$ cat src/rtl/mad_rd_pkg.sv
package mad_rd_pkg;

   typedef enum logic [2:0] {
      ST_IDLE,
      ST_ALE,
      ST_AHOLD,
      ST_TURN,
      ST_STRB,
      ST_RECOV,
      ST_FLASH
   } seq_st_e;

   typedef struct packed {
      logic hold;
      logic flash;
      logic single;
   } rd_mode_t;

endpackage

$ cat src/rtl/mad_pclk_en.sv
module mad_pclk_en #(
   parameter int DIV = 2
) (
   input  logic clk,
   input  logic rst_n,
   output logic en
);

   generate
      if (DIV == 1) begin : g_full_rate
         // Every core clock is a peripheral tick once reset is released.
         assign en = rst_n;
      end else if (DIV == 2) begin : g_half_rate
         logic ph_q;
         always_ff @(posedge clk or negedge rst_n) begin
            if (!rst_n) ph_q <= 1'b0;
            else        ph_q <= ~ph_q;
         end
         assign en = ph_q;
      end else begin : g_bad_div
         $error("mad_pclk_en: DIV must be 1 or 2");
         assign en = 1'b0;
      end
   endgenerate

endmodule

$ cat src/rtl/mad_rd_ctrl.sv
module mad_rd_ctrl
   import mad_rd_pkg::*;
#(
   parameter int DW          = 16,
   parameter int CNT_W       = 4,
   parameter int DUR_W       = 5,
   parameter int ALE_TICKS   = 2,
   parameter int FLASH_TICKS = 7
) (
   input  logic             clk,
   input  logic             rst_n,
   input  logic             en,
   input  logic             req,
   input  logic [DW-1:0]    req_addr,
   input  logic [CNT_W-1:0] req_count,
   input  logic [DUR_W-1:0] cfg_dur,
   input  rd_mode_t         mode_in,
   output seq_st_e          st,
   output logic [DW-1:0]    base_addr,
   output logic [DW-1:0]    cur_addr,
   output logic             strobe_end
);

   localparam int FW    = $clog2(FLASH_TICKS + 1);
   localparam int AW    = $clog2(ALE_TICKS + 1);
   localparam int CW_A  = (DUR_W > FW) ? DUR_W : FW;
   localparam int CW    = (CW_A > AW) ? CW_A : AW;

   logic [CW-1:0]    tcnt;
   logic [CNT_W-1:0] left;
   logic [DUR_W-1:0] dur_m1;
   rd_mode_t         mode_q;
   logic             tc_zero;

   assign tc_zero    = (tcnt == '0);
   assign strobe_end = en && (st == ST_STRB) && tc_zero;

   always_ff @(posedge clk or negedge rst_n) begin
      if (!rst_n) begin
         st        <= ST_IDLE;
         tcnt      <= '0;
         left      <= '0;
         dur_m1    <= '0;
         mode_q    <= '0;
         base_addr <= '0;
         cur_addr  <= '0;
      end else if (en) begin
         unique case (st)
            ST_IDLE: begin
               if (req) begin
                  st        <= ST_ALE;
                  tcnt      <= CW'(ALE_TICKS - 1);
                  base_addr <= req_addr;
                  cur_addr  <= req_addr;
                  mode_q    <= mode_in;
                  dur_m1    <= (cfg_dur == '0) ? '0 : cfg_dur - 1'b1;
                  if (mode_in.single || (req_count == '0)) left <= CNT_W'(1);
                  else                                     left <= req_count;
               end
            end
            ST_ALE: begin
               if (tc_zero) st <= ST_AHOLD;
               else         tcnt <= tcnt - 1'b1;
            end
            ST_AHOLD: st <= ST_TURN;
            ST_TURN: begin
               st   <= ST_STRB;
               tcnt <= CW'(dur_m1);
            end
            ST_STRB: begin
               if (tc_zero) begin
                  st       <= ST_RECOV;
                  tcnt     <= mode_q.hold ? CW'(1) : '0;
                  left     <= left - 1'b1;
                  cur_addr <= cur_addr + 1'b1;
               end else begin
                  tcnt <= tcnt - 1'b1;
               end
            end
            ST_RECOV: begin
               if (tc_zero) begin
                  if (left != '0) begin
                     st   <= ST_STRB;
                     tcnt <= CW'(dur_m1);
                  end else if (mode_q.flash) begin
                     st   <= ST_FLASH;
                     tcnt <= CW'(FLASH_TICKS - 1);
                  end else begin
                     st <= ST_IDLE;
                  end
               end else begin
                  tcnt <= tcnt - 1'b1;
               end
            end
            ST_FLASH: begin
               if (tc_zero) st <= ST_IDLE;
               else         tcnt <= tcnt - 1'b1;
            end
            default: st <= ST_IDLE;
         endcase
      end
   end

endmodule

$ cat src/rtl/mad_rd_cap.sv
module mad_rd_cap #(
   parameter int DW = 16
) (
   input  logic          clk,
   input  logic          rst_n,
   input  logic          strobe_end,
   input  logic [DW-1:0] ad_in,
   input  logic [DW-1:0] cur_addr,
   output logic [DW-1:0] rd_data,
   output logic [DW-1:0] rd_addr,
   output logic          rd_valid
);

   always_ff @(posedge clk or negedge rst_n) begin
      if (!rst_n) begin
         rd_data  <= '0;
         rd_addr  <= '0;
         rd_valid <= 1'b0;
      end else begin
         rd_valid <= strobe_end;
         if (strobe_end) begin
            rd_data <= ad_in;
            rd_addr <= cur_addr;
         end
      end
   end

endmodule

$ cat src/rtl/mad_rd_seq.sv
module mad_rd_seq
   import mad_rd_pkg::*;
#(
   parameter int DW          = 16,
   parameter int CNT_W       = 4,
   parameter int DUR_W       = 5,
   parameter int ALE_TICKS   = 2,
   parameter int FLASH_TICKS = 7,
   parameter int PCLK_DIV    = 2
) (
   input  logic             clk,
   input  logic             rst_n,
   input  logic             req,
   input  logic [DW-1:0]    req_addr,
   input  logic [CNT_W-1:0] req_count,
   input  logic [DUR_W-1:0] cfg_dur,
   input  logic             cfg_hold,
   input  logic             cfg_flash,
   input  logic             cfg_single,
   input  logic             cfg_ale_low,
   output logic             busy,
   output logic [DW-1:0]    ad_out,
   output logic             ad_oe,
   input  logic [DW-1:0]    ad_in,
   output logic             ale,
   output logic             rd_n,
   output logic [DW-1:0]    rd_data,
   output logic [DW-1:0]    rd_addr,
   output logic             rd_valid
);

   generate
      if (DW < 1)          begin : g_chk_dw  $error("mad_rd_seq: DW must be positive"); end
      if (CNT_W < 1)       begin : g_chk_cnt $error("mad_rd_seq: CNT_W must be positive"); end
      if (DUR_W < 1)       begin : g_chk_dur $error("mad_rd_seq: DUR_W must be positive"); end
      if (ALE_TICKS < 1)   begin : g_chk_ale $error("mad_rd_seq: ALE_TICKS must be positive"); end
      if (FLASH_TICKS < 1) begin : g_chk_fl  $error("mad_rd_seq: FLASH_TICKS must be positive"); end
   endgenerate

   logic          tick;
   seq_st_e       st;
   logic [DW-1:0] base_addr;
   logic [DW-1:0] cur_addr;
   logic          strobe_end;
   rd_mode_t      mode_in;

   assign mode_in = '{hold: cfg_hold, flash: cfg_flash, single: cfg_single};

   mad_pclk_en #(.DIV(PCLK_DIV)) u_div (
      .clk   (clk),
      .rst_n (rst_n),
      .en    (tick)
   );

   mad_rd_ctrl #(
      .DW          (DW),
      .CNT_W       (CNT_W),
      .DUR_W       (DUR_W),
      .ALE_TICKS   (ALE_TICKS),
      .FLASH_TICKS (FLASH_TICKS)
   ) u_ctrl (
      .clk        (clk),
      .rst_n      (rst_n),
      .en         (tick),
      .req        (req),
      .req_addr   (req_addr),
      .req_count  (req_count),
      .cfg_dur    (cfg_dur),
      .mode_in    (mode_in),
      .st         (st),
      .base_addr  (base_addr),
      .cur_addr   (cur_addr),
      .strobe_end (strobe_end)
   );

   mad_rd_cap #(.DW(DW)) u_cap (
      .clk        (clk),
      .rst_n      (rst_n),
      .strobe_end (strobe_end),
      .ad_in      (ad_in),
      .cur_addr   (cur_addr),
      .rd_data    (rd_data),
      .rd_addr    (rd_addr),
      .rd_valid   (rd_valid)
   );

   // Pin decode from the registered phase.
   assign busy   = (st != ST_IDLE);
   assign ad_oe  = (st == ST_ALE) || (st == ST_AHOLD);
   assign ad_out = ad_oe ? base_addr : '0;
   assign ale    = (st == ST_ALE) ^ cfg_ale_low;
   assign rd_n   = (st != ST_STRB);

endmodule

$ cat config.mk
export PLATFORM = sky130hd
export DESIGN_NAME = mad_rd_seq
export DESIGN_NICKNAME = d
export VERILOG_FILES = /design/src/rtl/mad_rd_pkg.sv /design/src/rtl/mad_pclk_en.sv /design/src/rtl/mad_rd_ctrl.sv /design/src/rtl/mad_rd_cap.sv /design/src/rtl/mad_rd_seq.sv
export SDC_FILE = /design/constraint.sdc
export NUM_CORES = 1
export LEC_CHECK = 0
export BUFFER_PORTS_ARGS = -buffer_cell sky130_fd_sc_hd__buf_2
export CORE_MARGIN = 2
export CORE_UTILIZATION = 58
export DETAILED_ROUTE_END_ITERATION = 6
export PLACE_DENSITY = 0.83
export SLEW_MARGIN = 20
export SYNTH_ARGS = -nofsm -noshare
export SYNTH_HDL_FRONTEND = slang
export SYNTH_SLANG_ARGS = --single-unit
$ cat constraint.sdc
create_clock -name clk -period 3.4 [get_ports clk]
set_clock_uncertainty 0.1 [all_clocks]
set_input_delay 0.51 -clock clk [delete_from_list [all_inputs] [get_ports clk]]
set_output_delay 0.51 -clock clk [all_outputs]
set_load 0.05 [all_outputs]
==> flow_summary.ini, run 1 <==
[synthesis]
yosys.cell_types.count = 53
post_synth_inst_count = 443
synth_top_cells_by_area = sky130_fd_sc_hd__dfrtp_1, sky130_fd_sc_hd__mux2_2, sky130_fd_sc_hd__nand2_1
combinational_family_with_the_most_area_after_synthesis = simple AND/OR/NAND/NOR gates
synth_simple_gate_area_share_pct = 19.2
yosysWarningCount = 0
syn_area_per_cell_sq_um = 9.60
synth_seq_area_share_pct = 50.0
mappedNetlistArea_sq_um = 4250
mappedNetlistNets = 495
synth_top_area_cell = sky130_fd_sc_hd__dfrtp_1
ys.flop_type = sky130_fd_sc_hd__dfrtp_1
synth_mux_area_share_pct = 8.97
ys_seq_elements = 85
synth-compound-area-share_pct = 15.7
fraction_of_synthesized_cell_area_taken_by_the_top_area_cell_type_pct = 50.0
synth_area_in_xor_xnor_pct = 0.618
postSynth.asyncResetShare_pct = 100
synth_enable_flop_cells = 0
synthAdderAreaFrac_pct = 1.18

[global_route]
grt_use_met1_pct = 36.4
number_of_global_route_vias_before_repair = 3386
globalRoute.totalOverflow = 0
first_pass_grt_wire_length_mm = 16.2
gr-usage-met2_pct = 40.9
grt_start_max_net_pins = 86
grt_antenna_before_repair = 0
overall_fraction_of_global_route_tracks_in_use_pct = 26.1
groute.layer.met3.usage_pct = 6.49
gr-max-usage-layer = met2

[pwr]
irDropWorstVdd_mv = 0.665
p_int_mw = 2.49
clock_power_share_pct = 15.8
leakage_nw = 2.49
pwr-share-comb_pct = 48.1
total_switching_power_mw = 2.32
share_seq_of_total_power_pct = 36.1
p_per_area_nw_per_um2 = 953
p_sw_share_pct = 48.3

[worst_setup_path]
worst_setup_path_end_kind = primary output
reg2regPathDepth = 5
worstPathMaxFanout = 26
worst-endpoint-arrival_ns = 2.49
cp_slowest_cell = sky130_fd_sc_hd__dfrtp_1
critical_path.startpoint_type = register
crit_type = reg -> out
cp_slowest_stage_delay_ns = 0.85
cp_cell_sequence = nand2b_1 > a21oi_1 > buf_4 > and2_1 > buf_2
crit_required_ns = 2.79

[die]
die_width_microns = 89.6
core_sq_um = 7180
die-area_sq_um = 8040
core.rowCount = 31
io_pins = 101
die_height_microns = 89.6
starting_utilization_of_the_core_area_pct = 59.3

[timing]
setup_total_negative_slack_ns = 0
max_freq_mhz = 322
transition_time_at_the_pin_with_the_least_slew_margin_ns = 0.770
final_period_minus_worst_setup_slack_ns = 3.10
rsz0062_at_grt = no
relSlewSlack_pct = 48.7
period_share_pct = 91.2
hold_viol = 0
report.final.slew_viol_count = 0
final-setup-viol-count = 0

[placement]
io_buffers = 100
routabilityCongestion = 0.915
hpwl_mm = 7.19
postPlaceCellArea_sq_um = 4830
place.detailed.instances = 625

[finish]
most-common-layout-cells = sky130_fd_sc_hd__buf_2, sky130_fd_sc_hd__dfrtp_1, sky130_fd_sc_hd__nand2_1, sky130_fd_sc_hd__mux2_2
leading_cell_type_in_the_layout_fill_and_taps_excluded = sky130_fd_sc_hd__buf_2
finalNetCount = 589
antenna-diode-count = 0
post_route_cells_drive_above_1_share_pct = 30.6
fin_area_sq_um = 5050
syn_to_final_growth_pct = 18.6
layoutNonFillerInstCount = 641

[route]
detail-route-antenna-nets = 0
wl_per_cell_microns = 15.8
detailedRoute.firstPassIterationCount = 5
routed_wl_mm = 10.1
first_iter_violations = 229
via_count = 3703
avgViaCountPerCell = 5.78
drc = 0

[clock_tree]
ctsHoldBuffers = 0
clock_insertion_delay_at_the_later_pin_of_the_skew_report_ns = 0.36
path_clk_slew_ns = 0.09
cts_inserted_buffers = 9
cts_num_sinks = 85
tritoncts_clock_tree = built
cts.htree.levels = 3
clockRootBuffer = sky130_fd_sc_hd__clkbuf_8
post_cts_buffers = 0
cts.path.max_buffers = 2
ctsResizeCount = 0

[outcome]
run_status = completed

[run]
drv.max_cap_violation_count = 0

[min_path]
hold_path_class = in -> async
[metrics by stage]
stage               utilization (%)  hold WS, ns  setup slack (ns)  power (mW)
floorplan                         -        0.114             0.678        3.49
global placement               67.4        0.352             0.756        3.96
detailed placement             67.4        0.358             0.719        4.04
CTS                            70.3        0.240             0.321        4.81
global route                   70.3        0.147            0.0881        5.15
finish                         70.3       0.0646             0.298        4.81
[critical path: cells and delay by family (launching register included)]
kind	cells	cell delay [ns]
flip-flops	1	0.85
AO/OA/AOI/OAI	1	0.33
buffers and inverters	2	0.51
AND/OR/NAND/NOR	2	0.45
[final timing paths]
| check | startpoint | end | slack [ns] |
|---|---|---|---|
| max in group asynchronous | rst_n | u_ctrl.tcnt[4]$_DFFE_PN0P_ | 2.61 |
| max | u_ctrl.st[0]$_DFFE_PN0P_ | ad_out[12] | 0.30 |
| min | rst_n | u_ctrl.tcnt[2]$_DFFE_PN0P_ | 0.06 |
| min in group clk | cfg_flash | u_ctrl.mode_q[1]$_DFFE_PN0P_ | 0.25 |
| max reg2reg | u_ctrl.st[2]$_DFFE_PN0P_ | u_ctrl.left[3]$_DFFE_PN0P_ | 0.77 |
| min reg2reg | u_ctrl.base_addr[0]$_DFFE_PN0P_ | u_ctrl.base_addr[0]$_DFFE_PN0P_ | 0.38 |
[sequential cells by signal (all words and copies together) (netlist names)]
| register | cells |
|---|---|
| u_ctrl.cur_addr | 16 |
| u_div.en | 1 |
| u_ctrl.mode_q | 2 |
| u_cap.rd_addr | 16 |
| u_ctrl.st | 3 |
| u_ctrl.tcnt | 5 |
| u_cap.rd_data | 16 |
| u_ctrl.left | 4 |
| u_cap.rd_valid | 1 |
| u_ctrl.base_addr | 16 |
| u_ctrl.dur_m1 | 5 |
[power groups by stage]
stage	Clock [mW]	Combinational [mW]	Sequential [mW]
final	0.760	2.32	1.74
after global routing	0.823	2.53	1.79
after CTS	0.771	2.31	1.73
after detailed placement	0	2.29	1.75
after global placement	0	2.24	1.72
after floorplan	0	1.33	2.16
[metal layers]
metal,vias up,routed length [microns]
li1,1762,-
met2,164,4880
met5,-,0
met3,13,682
met4,0,156
met1,1764,4420
[synth_stat cells (all sizes together), types with 4 or more instances]
master	n
nor3	8
buf	17
mux2	33
o22ai	8
a21oi	30
o31ai	5
ha	4
dfrtp	85
o21ai	31
nand3	15
nand2	77
inv	18
and2	18
and3	4
nand2b	4
nor2	19
a31oi	6
clkbuf	7
a2bb2oi	6
[cells by family after synthesis]
| group | Yosys count |
|---|---|
| mux | 34 |
| compound gates | 108 |
| simple gates | 167 |
| flops | 85 |
| buf+inv | 42 |
| xor+xnor | 3 |
| fa+ha+maj | 4 |
[final cells by class]
class | count | area [sq um]
clock buffer | 9 | 124
clock inverter | 7 | 86.3
fill | 585 | 2130
inverter | 18 | 67.6
multi-input combinational | 316 | 1960
sequential | 85 | 2130
tap | 99 | 124
timing repair buffer | 107 | 559
(Power assumes the default switching activity.)
==> run 2: changes to the inputs <==
--- a/config.mk
+++ b/config.mk
@@ -6,10 +6,11 @@
 export NUM_CORES = 1
 export LEC_CHECK = 0
 export BUFFER_PORTS_ARGS = -buffer_cell sky130_fd_sc_hd__buf_2
+export CORE_ASPECT_RATIO = 1.25
 export CORE_MARGIN = 2
-export CORE_UTILIZATION = 58
+export CORE_UTILIZATION = 54
 export DETAILED_ROUTE_END_ITERATION = 6
-export PLACE_DENSITY = 0.83
+export PLACE_DENSITY = 0.78
 export SLEW_MARGIN = 20
 export SYNTH_ARGS = -nofsm -noshare
 export SYNTH_HDL_FRONTEND = slang
==> constraint.sdc (replaced) <==
create_clock -name clk -period 3.5 [get_ports clk]
set_clock_uncertainty 0.1 [all_clocks]
set_input_delay 0.525 -clock clk [delete_from_list [all_inputs] [get_ports clk]]
set_output_delay 0.525 -clock clk [all_outputs]
set_load 0.05 [all_outputs]
==> flow_summary.ini, run 2 (synthesis gave the netlist of run 1 again) <==
[pwr]
share_seq_of_total_power_pct = 35.2
p_per_area_nw_per_um2 = 949
pwr-share-comb_pct = 47.3
p_sw_share_pct = 46.8
power.total_mw = 4.80
p_int_mw = 2.55
clock_power_share_pct = 17.5
leakage_nw = 2.50
total_switching_power_mw = 2.25
irDropWorstVdd_mv = 0.627

[die]
die_width_microns = 83.4
core.rowCount = 36
core_sq_um = 7700
starting_utilization_of_the_core_area_pct = 55.2
die_height_microns = 103
io_pins = 101
die-area_sq_um = 8610

[finish]
fin_area_sq_um = 5060
most-common-layout-cells = sky130_fd_sc_hd__buf_2, sky130_fd_sc_hd__dfrtp_1, sky130_fd_sc_hd__nand2_1, sky130_fd_sc_hd__mux2_2
syn_to_final_growth_pct = 18.9
leading_cell_type_in_the_layout_fill_and_taps_excluded = sky130_fd_sc_hd__buf_2
finalNetCount = 588
utilization_pct = 65.7
layoutNonFillerInstCount = 635
antenna-diode-count = 0
post_route_cells_drive_above_1_share_pct = 30.2

[timing]
final_period_minus_worst_setup_slack_ns = 3.20
transition_time_at_the_pin_with_the_least_slew_margin_ns = 0.860
hold_viol = 0
setup_slack_ns = 0.297
setup_total_negative_slack_ns = 0
holdWs_ns = 0.0841
report.final.slew_viol_count = 0
period_share_pct = 91.5
final-setup-viol-count = 0
rsz0062_at_grt = no
relSlewSlack_pct = 42.7
max_freq_mhz = 312

[global_route]
first_pass_grt_wire_length_mm = 17.1
overall_fraction_of_global_route_tracks_in_use_pct = 25.2
globalRoute.totalOverflow = 0
grt_antenna_before_repair = 0
gr-usage-met2_pct = 42.9
gr-max-usage-layer = met2
groute.layer.met3.usage_pct = 4.68
number_of_global_route_vias_before_repair = 3487
grt_start_max_net_pins = 86
grt_use_met1_pct = 32.1

[route]
via_count = 3698
detail-route-antenna-nets = 0
detailedRoute.firstPassIterationCount = 5
routed_wl_mm = 10.5
avgViaCountPerCell = 5.82
first_iter_violations = 207
wl_per_cell_microns = 16.5
drc = 0

[worst_setup_path]
worst-endpoint-arrival_ns = 2.58
cp_slowest_cell = sky130_fd_sc_hd__dfrtp_1
crit_required_ns = 2.87
worst_setup_path_end_kind = primary output
worst-path-buf-inv = 2
capture_point_of_the_worst_path = ad_out[9]
r2r_end = u_cap.rd_addr[14]$_DFFE_PN0P_
reg2regPathDepth = 5
cp_num_cells = 5
setup.worst_path.start = u_ctrl.st[0]$_DFFE_PN0P_
reg2reg_slack_ns = 0.64
critical_path.startpoint_type = register
worstPathMaxFanout = 26
cp_slowest_stage_delay_ns = 0.91
cp_cell_sequence = nand2b_1 > a21oi_1 > buf_4 > and2_1 > buf_2
reg2reg_from = u_ctrl.tcnt[0]$_DFFE_PN0P_
critPathTopFamily = flip-flops
crit_type = reg -> out

[placement]
routabilityCongestion = 0.893
place.detailed.instances = 620
place_ws_ns = 0.634
postPlaceCellArea_sq_um = 4820
io_buffers = 100
hpwl_mm = 7.29

[clock_tree]
cts.path.max_buffers = 2
post_cts_buffers = 0
path_clk_slew_ns = 0.09
clock_insertion_delay_at_the_later_pin_of_the_skew_report_ns = 0.37
tritoncts_clock_tree = built
cts_inserted_buffers = 9
clockRootBuffer = sky130_fd_sc_hd__clkbuf_8
ctsHoldBuffers = 0
ctsResizeCount = 0
cts_num_sinks = 85
cts.htree.levels = 3

[run]
drv.max_cap_violation_count = 0

[outcome]
run_status = completed

[min_path]
hold_path_class = in -> async
-- run 2: cell count changes in the layout (fill, tap and decap cells not counted) --
cell,change
sky130_fd_sc_hd__inv_8,-2
sky130_fd_sc_hd__clkbuf_1,+1
sky130_fd_sc_hd__buf_4,-1
sky130_fd_sc_hd__clkinvlp_4,-1
sky130_fd_sc_hd__bufinv_16,+2
sky130_fd_sc_hd__inv_6,-1
-- run 2: worst register-to-register path: cells and delay by family (launching register included) --
| family | cells | cell delay, ns |
|---|---|---|
| and+or+nand+nor | 2 | 1.34 |
| muxes | 1 | 0.56 |
| DFF | 1 | 0.40 |
| adders and majority gates | 1 | 0.23 |
| buffers and inverters | 1 | 0.11 |
-- run 2: layout make-up --
| type | count | area [sq um] |
|---|---|---|
| Multi-Input combinational cell | 316 | 1960 |
| Clock inverter | 5 | 108 |
| Clock buffer | 10 | 128 |
| Inverter | 18 | 67.6 |
| Fill cell | 641 | 2640 |
| Timing Repair Buffer | 106 | 552 |
| Sequential cell | 85 | 2130 |
| Tap cell | 95 | 119 |
-- run 2: per-layer routing --
layer | wire (microns) | up-vias
li1 | - | 1745
met1 | 4340 | 1792
met2 | 5330 | 139
met3 | 562 | 22
met4 | 259 | 0
met5 | 0 | -
-- run 2: power groups by stage --
| stage | combinational (mW) | sequential (mW) | clock [mW] |
|---|---|---|---|
| 2_1_floorplan | 1.29 | 2.10 | 0 |
| 3_3_place_gp | 2.20 | 1.67 | 0 |
| 3_5_place_dp | 2.26 | 1.70 | 0 |
| 4_1_cts | 2.27 | 1.68 | 0.854 |
| 5_1_grt | 2.48 | 1.74 | 0.896 |
| 6_report | 2.27 | 1.69 | 0.842 |
-- run 2: how the worst min path moves through the flow --
stage | endpoint | slack [ns] | cells past startpoint | from
floorplan | u_cap.rd_addr[0]$_DFFE_PN0P_ | 0.13 | 0 | rst_n
global route | u_ctrl.base_addr[0]$_DFFE_PN0P_ | 0.16 | 1 | rst_n
finish | u_ctrl.tcnt[1]$_DFFE_PN0P_ | 0.08 | 1 | rst_n
global placement | u_ctrl.base_addr[1]$_DFFE_PN0P_ | 0.35 | 2 | u_ctrl.base_addr[1]$_DFFE_PN0P_
detailed placement | u_ctrl.base_addr[11]$_DFFE_PN0P_ | 0.35 | 2 | u_ctrl.base_addr[11]$_DFFE_PN0P_
CTS | u_ctrl.mode_q[2]$_DFFE_PN0P_ | 0.26 | 3 | cfg_hold
==> run 3: changes to the inputs <==
--- a/config.mk
+++ b/config.mk
@@ -10,7 +10,8 @@
 export CORE_MARGIN = 2
 export CORE_UTILIZATION = 54
 export DETAILED_ROUTE_END_ITERATION = 6
-export PLACE_DENSITY = 0.78
+export PLACE_DENSITY = 0.8
+export SKIP_LAST_GASP = 1
 export SLEW_MARGIN = 20
 export SYNTH_ARGS = -nofsm -noshare
 export SYNTH_HDL_FRONTEND = slang
==> constraint.sdc (replaced) <==
create_clock -name clk -period 3.5 [get_ports clk]
set_clock_uncertainty 0.1 [all_clocks]
set_input_delay 0.35 -clock clk [delete_from_list [all_inputs] [get_ports clk]]
set_output_delay 0.35 -clock clk [all_outputs]
set_load 0.05 [all_outputs]
==> flow_summary.ini, run 3 (synthesis gave the netlist of run 1 again) <==
[outcome]
run_status = completed

[placement]
io_buffers = 100
place.detailed.instances = 622
routabilityCongestion = 0.918
hpwl_mm = 7.35

[die]
core_sq_um = 7700
die_width_microns = 83.4
starting_utilization_of_the_core_area_pct = 55.2
io_pins = 101
core.rowCount = 36
die_height_microns = 103
die-area_sq_um = 8610

[clock_tree]
clockRootBuffer = sky130_fd_sc_hd__clkbuf_8
post_cts_buffers = 0
ctsResizeCount = 0
cts.htree.levels = 3
path_clk_slew_ns = 0.09
cts_inserted_buffers = 9
ctsHoldBuffers = 0
clock_insertion_delay_at_the_later_pin_of_the_skew_report_ns = 0.36
tritoncts_clock_tree = built
cts.path.max_buffers = 2
cts_num_sinks = 85

[worst_setup_path]
critical_path.startpoint_type = register
crit_type = reg -> out
crit_required_ns = 3.05
worst_setup_path_end_kind = primary output
worst-endpoint-arrival_ns = 2.33
worstPathMaxFanout = 22

[run]
drv.max_cap_violation_count = 0

[timing]
hold_viol = 0
relSlewSlack_pct = 49.5
period_share_pct = 79.4
setup_total_negative_slack_ns = 0
final-setup-viol-count = 0
max_freq_mhz = 360
report.final.slew_viol_count = 0
final_period_minus_worst_setup_slack_ns = 2.78
transition_time_at_the_pin_with_the_least_slew_margin_ns = 0.756
rsz0062_at_grt = no

[global_route]
gr-usage-met2_pct = 40.1
groute.layer.met3.usage_pct = 4.21
globalRoute.totalOverflow = 0
gr-max-usage-layer = met2
grt_antenna_before_repair = 0
grt_use_met1_pct = 31.7
overall_fraction_of_global_route_tracks_in_use_pct = 24.2
first_pass_grt_wire_length_mm = 16.6
grt_start_max_net_pins = 86
number_of_global_route_vias_before_repair = 3405

[finish]
layoutNonFillerInstCount = 639
finalNetCount = 591
post_route_cells_drive_above_1_share_pct = 30.7
syn_to_final_growth_pct = 18.8
fillers = 645
leading_cell_type_in_the_layout_fill_and_taps_excluded = sky130_fd_sc_hd__buf_2
antenna-diode-count = 0
most-common-layout-cells = sky130_fd_sc_hd__buf_2, sky130_fd_sc_hd__dfrtp_1, sky130_fd_sc_hd__nand2_1, sky130_fd_sc_hd__mux2_2

[route]
drc = 0
first_iter_violations = 237
via_count = 3667
detail-route-antenna-nets = 0
routed_wl_mm = 10.2
detailedRoute.firstPassIterationCount = 5
avgViaCountPerCell = 5.74
wl_per_cell_microns = 16.0

[pwr]
irDropWorstVdd_mv = 0.664
p_per_area_nw_per_um2 = 925
leakage_nw = 2.50

[min_path]
hold_path_class = in -> reg
run 3: path summary, 6_finish.rpt:
path / slack (ns) / cells past startpoint / startpoint / endpoint
max in group asynchronous: 2.28 / 2 / rst_n / u_ctrl.base_addr[0]$_DFFE_PN0P_
max: 0.72 / 5 / u_ctrl.st[1]$_DFFE_PN0P_ / ad_out[15]
min reg2reg: 0.37 / 2 / u_ctrl.base_addr[7]$_DFFE_PN0P_ / u_ctrl.base_addr[7]$_DFFE_PN0P_
min: 0.09 / 3 / cfg_flash / u_ctrl.mode_q[1]$_DFFE_PN0P_
max reg2reg: 0.98 / 6 / u_ctrl.tcnt[0]$_DFFE_PN0P_ / u_ctrl.left[3]$_DFFE_PN0P_
min in group asynchronous: 0.47 / 2 / rst_n / u_ctrl.tcnt[1]$_DFFE_PN0P_
run 3: critical path: stages, from the launching register on:
cell,delay [ns]
sky130_fd_sc_hd__dfrtp_1,0.62
sky130_fd_sc_hd__nand2b_1,0.34
sky130_fd_sc_hd__a21oi_1,0.33
sky130_fd_sc_hd__buf_4,0.25
sky130_fd_sc_hd__and2_1,0.16
sky130_fd_sc_hd__buf_2,0.26
run 3: layer usage:
layer  up-vias  share of wire, %
met5         -                 0
met4         0               3.4
met3        28               5.2
met2       142                48
met1      1728                43
li1       1769                 -
run 3: layout make-up:
cell class | count | area [sq um] | share of cell area, %
multi-input combinational | 316 | 1960 | 38.8
sequential | 85 | 2130 | 42.1
clock buffer | 9 | 124 | 2.45
timing repair buffer | 109 | 577 | 11.4
tap | 95 | 119 | 2.35
inverter | 18 | 67.6 | 1.34
clock inverter | 7 | 81.3 | 1.61
run 3: stage by stage:
stage	util [%]	power (mW)	hold slack [ns]	instance area, sq um	setup WS (ns)
global placement	62.8	3.88	0.351	4840	1.07
CTS	65.4	4.68	0.0854	5040	0.744
detailed placement	62.8	3.95	0.357	4840	1.02
finish	65.6	4.68	0.0909	5050	0.721
floorplan	-	3.39	-0.0456	4250	0.938
global route	65.6	4.99	0.0900	5050	0.585
run 3: where the power goes:
part / switching, mW / internal (mW) / leakage [nW]
clock: 0.383 / 0.341 / 0.106
sequential: 0.291 / 1.35 / 1.06
combinational: 1.58 / 0.736 / 1.34
